`src/rtl/dly_test_pkg.sv`:
```
package dly_test_pkg;
  typedef enum logic [2:0] {
    PH_IDLE,
    PH_LOAD,
    PH_LAUNCH,
    PH_CAPT,
    PH_UNLOAD,
    PH_DONE
  } phase_e;

  localparam logic MODE_SHIFT = 1'b0;
  localparam logic MODE_CAPT  = 1'b1;
endpackage

```
`src/rtl/dly_test_timer.sv`:
```
module dly_test_timer #(
  parameter int GAP_W = 4
) (
  input  logic             clk_i,
  input  logic             rst_ni,
  input  logic             load_i,
  input  logic [GAP_W-1:0] len_i,
  input  logic             run_i,
  output logic             fire_o
);
  logic [GAP_W-1:0] cnt_q;

  always_ff @(posedge clk_i or negedge rst_ni) begin
    if (!rst_ni)                       cnt_q <= '0;
    else if (load_i)                   cnt_q <= len_i - GAP_W'(1);
    else if (run_i && cnt_q != '0)     cnt_q <= cnt_q - GAP_W'(1);
  end

  // edge lands in the last cycle of each slot
  assign fire_o = run_i && (cnt_q == '0);
endmodule

```
`src/rtl/dly_test_shreg.sv`:
```
module dly_test_shreg #(
  parameter int LEN = 8
) (
  input  logic           clk_i,
  input  logic           rst_ni,
  input  logic           load_i,
  input  logic [LEN-1:0] data_i,
  input  logic           shift_i,
  input  logic           sin_i,
  output logic [LEN-1:0] q_o
);
  logic [LEN-1:0] q_q;

  for (genvar g = 0; g < LEN; g++) begin : g_cell
    logic nxt;
    if (g == 0) begin : g_head
      assign nxt = sin_i;
    end else begin : g_body
      assign nxt = q_q[g-1];
    end
    always_ff @(posedge clk_i or negedge rst_ni) begin
      if (!rst_ni)      q_q[g] <= 1'b0;
      else if (load_i)  q_q[g] <= data_i[g];
      else if (shift_i) q_q[g] <= nxt;
    end
  end

  assign q_o = q_q;
endmodule

```
`src/rtl/dly_test_ctrl.sv`:
```
module dly_test_ctrl
  import dly_test_pkg::*;
#(
  parameter int CHAIN_LEN = 8,
  parameter int SLOW_GAP  = 8,
  parameter int RATED_GAP = 2,
  parameter int GAP_W     = 4
) (
  input  logic             clk_i,
  input  logic             rst_ni,
  input  logic             start_i,
  input  logic             mode_i,
  input  logic             launch_bit_i,
  input  logic             fire_i,
  output phase_e           phase_o,
  output logic             mode_o,
  output logic             lb_o,
  output logic             tmr_load_o,
  output logic [GAP_W-1:0] tmr_len_o,
  output logic             sr_load_o,
  output logic             sr_shift_o
);
  localparam int CNT_W = (CHAIN_LEN > 1) ? $clog2(CHAIN_LEN) : 1;
  localparam logic [GAP_W-1:0] SLOW_LEN  = GAP_W'(SLOW_GAP);
  localparam logic [GAP_W-1:0] RATED_LEN = GAP_W'(RATED_GAP);

  phase_e           phase_q, phase_d;
  logic [CNT_W-1:0] bit_q, bit_d;
  logic             mode_q, lb_q;
  logic             start_acc, last_bit;

  assign start_acc = (phase_q == PH_IDLE) && start_i;
  assign last_bit  = (bit_q == CNT_W'(CHAIN_LEN-1));

  always_comb begin
    phase_d    = phase_q;
    bit_d      = bit_q;
    tmr_load_o = 1'b0;
    tmr_len_o  = SLOW_LEN;
    unique case (phase_q)
      PH_IDLE: if (start_i) begin
        phase_d    = PH_LOAD;
        bit_d      = '0;
        tmr_load_o = 1'b1;
      end
      PH_LOAD: if (fire_i) begin
        tmr_load_o = 1'b1;
        if (last_bit) phase_d = PH_LAUNCH;
        else          bit_d   = bit_q + CNT_W'(1);
      end
      PH_LAUNCH: if (fire_i) begin
        phase_d    = PH_CAPT;
        tmr_load_o = 1'b1;
        tmr_len_o  = RATED_LEN;
      end
      PH_CAPT: if (fire_i) begin
        phase_d    = PH_UNLOAD;
        bit_d      = '0;
        tmr_load_o = 1'b1;
      end
      PH_UNLOAD: if (fire_i) begin
        if (last_bit) phase_d = PH_DONE;
        else begin
          bit_d      = bit_q + CNT_W'(1);
          tmr_load_o = 1'b1;
        end
      end
      PH_DONE: phase_d = PH_IDLE;
      default: phase_d = PH_IDLE;
    endcase
  end

  always_ff @(posedge clk_i or negedge rst_ni) begin
    if (!rst_ni) begin
      phase_q <= PH_IDLE;
      bit_q   <= '0;
      mode_q  <= MODE_SHIFT;
      lb_q    <= 1'b0;
    end else begin
      phase_q <= phase_d;
      bit_q   <= bit_d;
      if (start_acc) begin
        mode_q <= mode_i;
        lb_q   <= launch_bit_i;
      end
    end
  end

  assign phase_o    = phase_q;
  assign mode_o     = mode_q;
  assign lb_o       = lb_q;
  assign sr_load_o  = start_acc;
  assign sr_shift_o = fire_i && (phase_q == PH_LOAD || phase_q == PH_UNLOAD);
endmodule

```
`src/rtl/dly_test_seq.sv`:
```
module dly_test_seq
  import dly_test_pkg::*;
#(
  parameter int CHAIN_LEN = 8,
  parameter int SLOW_GAP  = 8,
  parameter int RATED_GAP = 2
) (
  input  logic                 clk_i,
  input  logic                 rst_ni,
  input  logic                 start_i,
  input  logic                 mode_i,
  input  logic                 launch_bit_i,
  input  logic [CHAIN_LEN-1:0] pattern_i,
  input  logic                 so_i,
  output logic                 busy_o,
  output logic                 edge_o,
  output logic                 rate_sel_o,
  output logic                 scan_en_o,
  output logic                 si_o,
  output logic                 pi_sel_o,
  output logic [CHAIN_LEN-1:0] resp_o,
  output logic                 resp_valid_o
);
  localparam int GAP_W = $clog2(SLOW_GAP + 1);

  phase_e           phase;
  logic             mode_q, lb_q, fire, tmr_load, sr_load, sr_shift, run;
  logic [GAP_W-1:0] tmr_len;
  logic [CHAIN_LEN-1:0] sr_q;

  dly_test_ctrl #(
    .CHAIN_LEN(CHAIN_LEN), .SLOW_GAP(SLOW_GAP),
    .RATED_GAP(RATED_GAP), .GAP_W(GAP_W)
  ) u_ctrl (
    .clk_i, .rst_ni, .start_i, .mode_i, .launch_bit_i,
    .fire_i(fire), .phase_o(phase), .mode_o(mode_q), .lb_o(lb_q),
    .tmr_load_o(tmr_load), .tmr_len_o(tmr_len),
    .sr_load_o(sr_load), .sr_shift_o(sr_shift)
  );

  assign run = (phase != PH_IDLE) && (phase != PH_DONE);

  dly_test_timer #(.GAP_W(GAP_W)) u_tmr (
    .clk_i, .rst_ni, .load_i(tmr_load), .len_i(tmr_len),
    .run_i(run), .fire_o(fire)
  );

  dly_test_shreg #(.LEN(CHAIN_LEN)) u_sr (
    .clk_i, .rst_ni, .load_i(sr_load), .data_i(pattern_i),
    .shift_i(sr_shift), .sin_i((phase == PH_UNLOAD) ? so_i : 1'b0),
    .q_o(sr_q)
  );

  always_comb begin
    scan_en_o = 1'b0;
    si_o      = 1'b0;
    unique case (phase)
      PH_LOAD:   begin scan_en_o = 1'b1; si_o = sr_q[CHAIN_LEN-1]; end
      PH_LAUNCH: if (mode_q == MODE_SHIFT) begin
        scan_en_o = 1'b1;
        si_o      = lb_q;
      end
      PH_UNLOAD: scan_en_o = 1'b1;
      default:   ;
    endcase
  end

  assign busy_o       = (phase != PH_IDLE);
  assign edge_o       = fire;
  assign rate_sel_o   = (phase == PH_CAPT);
  assign pi_sel_o     = (phase == PH_CAPT);
  assign resp_o       = sr_q;
  assign resp_valid_o = (phase == PH_DONE);
endmodule

```
`config.mk`:
```
export PLATFORM = sky130hd
export DESIGN_NAME = dly_test_seq
export DESIGN_NICKNAME = d
export VERILOG_FILES = /design/src/rtl/dly_test_pkg.sv /design/src/rtl/dly_test_timer.sv /design/src/rtl/dly_test_shreg.sv /design/src/rtl/dly_test_ctrl.sv /design/src/rtl/dly_test_seq.sv
export SDC_FILE = /design/constraint.sdc
export NUM_CORES = 1
export LEC_CHECK = 0
export BUFFER_PORTS_ARGS = -buffer_cell sky130_fd_sc_hd__buf_2
export CAP_MARGIN = 5
export CORE_UTILIZATION = 53
export DETAILED_ROUTE_END_ITERATION = 16
export PLACE_DENSITY = 0.78
export SLEW_MARGIN = 20
export SYNTH_ARGS = -nofsm -noshare
export SYNTH_HDL_FRONTEND = slang
export SYNTH_HIERARCHICAL = 1
export SYNTH_SLANG_ARGS = --single-unit
```
`constraint.sdc`:
```
create_clock -name clk_i -period 3 [get_ports clk_i]
set_clock_uncertainty 0.05 [all_clocks]
set_input_delay 0.6 -clock clk_i [delete_from_list [all_inputs] [get_ports clk_i]]
set_output_delay 0.6 -clock clk_i [all_outputs]
set_load 0.02 [all_outputs]
```
==> run summary <==
wire per inst: 13.7 um
Vias/cell: 5.76
final slew viol count: 0
Yosys Warn Count: 6
vias in the first global route: 946
clock net sink count: 20
critical path's slowest cell: dfrtp_1
post-synthesis instance area: 1320 sq um
final cell count without fillers: 185
initial drt markers: 30
FP Rows: 17
worst hold margin: 0.180 ns
Seq/Total Area, Yosys: 0.381
Overflow after GRT: 0
share of cells above drive strength 1: 0.318
predominant post-synthesis flop cell: dfrtp_1
CTS resizes: 0
Final nets: 175
status: finished, final reports clean
maxcap violations: 0
Synth async-reset ratio: 1.00
Starting Density: 0.578
Final Critical Period: 2.72 ns
clk_lat worst skew: 0.30 ns
critical path depth: 9
Yosys top cell area share: 0.381
RD Place Congestion: 0.866
Post-route DRC: 0
vias: 1,065
fmax: 0.368 GHz
Pre-antenna DRT Iters: 5
dominant cells by area after synthesis: dfrtp_1, mux2i_1, buf_4
delay-heaviest family, CP: simple AND/OR/NAND/NOR gates
kind of critical path: flip-flop to flip-flop
Core ar.: 2280 sq um
crit path cell chain: nand2b_1 -> inv_1 -> nor3_2 -> a21o_1 -> mux2i_1 -> ha_1 -> nand2_1 -> or3_1 -> a22oi_1
Final ANT Viol Nets: 0
Post-Syn Area per Cell: 9.74 sq um
Post-CTS Setup Bufs: 0
height of the die: 51.8 um
CP max FO: 14
global-route wire length before repair: 4.12 mm
CTS tree: done
largest net degree at the start of global routing: 21
Routed WL: 2.53 mm
area delta synth->final: 10.6%
CP endpoint kind: flip-flop
final setup margin: 0.284 ns
cts hold-fix bufs: 0
cts bufs inserted: 3
crit-path max cell delay: 0.63 ns
crit path buf inv count: 1
crit path launch type: flip-flop
RSZ-0062 raised after global routing: no
worst hold path type: input port to async pin
Die Area: 2680 sq um
R2R depth: 9
Setup WS pre-CTS: 0.325 ns
Setup TNS: 0 ns
#FFs+latches synth: 20
placed insts: 181
H-tree levels: 1
CP Data Required Time: 3.17 ns
Crit path arrival time: 2.89 ns
PD cells: 970 nW/um^2
Fin. Hold Viols: 0
gr usage total: 0.209
initial antenna violation count: 0
root buffer cell: clkbuf_4
synth unique cells: 39
Ant. Diodes: 0
Synth area leader: dfrtp_1
VDD IR-drop max: 0.533 mV
Ports: 29
CTS Buffer Depth: 2
chip width: 51.8 um
Static Leak: 0.666 nW
PortBufs: 28
number of flops mapped to enable cells by yosys: 0
DP Wirelength: 1.80 mm
final setup vio count: 0
clock-pin slew on the worst setup and hold paths: 0.12 ns
Synth Instances: 135
Period Utilization, post-route: 0.905
-- registers in the layout, indices dropped and copies added, names as in the netlist --
signal / count
u_ctrl/lb_o: 1
u_sr/q_o: 1
u_tmr/cnt_q: 4
u_ctrl/phase_o: 3
u_sr/g_cell.nxt: 7
u_ctrl/mode_o: 1
u_ctrl/bit_q: 3
-- logic make-up (layout without fill, tap and decap cells) --
| logic type | count (synthesis) | count (layout) | share of synthesized area |
|---|---|---|---|
| and+or+nand+nor | 43 | 43 | 0.187 |
| AOI/OAI and AO/OA | 29 | 29 | 0.146 |
| DFF | 20 | 20 | 0.381 |
| buffers and inverters | 20 | 41 | 0.111 |
| muxes | 15 | 15 | 0.118 |
| xor gates and xnor gates | 4 | 4 | 0.0266 |
| adders and majority gates | 3 | 3 | 0.0285 |
| other | 1 | 2 | 0.00285 |
-- metal layers --
layer / GRT usage / vias to the layer above / share of wire
met1: 0.248 / 518 / 0.45
met4: 0.0676 / 0 / 0.0079
met3: 0.0351 / 4 / 0.042
met2: 0.381 / 34 / 0.50
li1: - / 509 / -
met5: 0 / - / 0
-- worst reg2reg max path, cell delays in order (launching register included) --
cell and delay (ns):
dfrtp_1 0.63, nand2b_1 0.28, inv_1 0.11, nor3_2 0.18
a21o_1 0.33, mux2i_1 0.26, ha_1 0.21, nand2_1 0.08
or3_1 0.33, a22oi_1 0.19
-- synth_stat cells (3+ instances only) --
library cell  count
or3_1             3
o21ai_0           5
a21oi_1           4
buf_4            11
o21ai_1          10
mux2i_1          11
nor2_1            3
mux2_2            4
xnor2_1           3
nand2_1          16
inv_1             4
nor2b_1           3
ha_1              3
nor3_1            4
buf_6             4
dfrtp_1          20
-- report_power, final --
group	internal, W	leakage (nW)	total, W	switching [W]
Combinational	0.000317	0.391	0.000701	0.000383
Clock	0.000135	0.0279	0.000221	0.0000857
Sequential	0.000384	0.247	0.000489	0.000106
-- layout by cell type (no fill, tap or decap), types with 2 or more instances in the layout --
cell	n
a22oi_1	2
buf_4	4
nand3b_1	2
o21ai_0	5
a21oi_1	4
nor2_1	3
or3_1	3
dfrtp_1	20
nor2b_1	3
inv_1	4
nor3_1	3
xnor2_1	3
ha_1	3
nand2_1	16
buf_2	28
mux2i_1	11
nand2b_1	2
a22o_1	2
o21ai_1	10
mux2_2	4
clkbuf_4	3
conb_1	2
-- per-stage QoR --
| stage | power [W] | util | instance area, sq um |
|---|---|---|---|
| floorplan | 0.00108 | - | 1320 |
| global placement | 0.00116 | 0.616 | 1400 |
| detailed placement | 0.00119 | 0.616 | 1400 |
| CTS | 0.00142 | 0.639 | 1450 |
| global route | 0.00152 | 0.639 | 1450 |
| finish | 0.00141 | 0.639 | 1450 |
-- worst paths after layout --
kind                                          startpoint                        endpoint  slack (ns)
min in group clk_i                          pattern_i[3]  u_sr/g_cell[4].nxt$_DFFE_PN0P_        0.45
hold reg to reg              u_ctrl/bit_q[1]$_DFFE_PN0P_     u_ctrl/bit_q[1]$_DFFE_PN0P_        0.47
setup reg to reg           u_ctrl/phase_o[1]$_DFFE_PN0P_      u_tmr/cnt_q[2]$_DFFE_PN0P_        0.28
setup / recovery           u_ctrl/phase_o[1]$_DFFE_PN0P_      u_tmr/cnt_q[2]$_DFFE_PN0P_        0.28
hold / removal                                    rst_ni         u_ctrl/lb_o$_DFFE_PN0P_        0.18
max in group asynchronous                         rst_ni         u_sr/q_o[7]$_DFFE_PN0P_        2.41
-- final cells by class --
| class | count | area [sq um] |
|---|---|---|
| multi-input combinational | 96 | 677 |
| inverter | 5 | 18.8 |
| timing repair buffer | 32 | 170 |
| clock buffer | 3 | 22.5 |
| fill | 185 | 822 |
| tap | 28 | 35.0 |
| sequential | 20 | 500 |
| clock inverter | 1 | 30.0 |
Power figures use the tool's default switching activity.
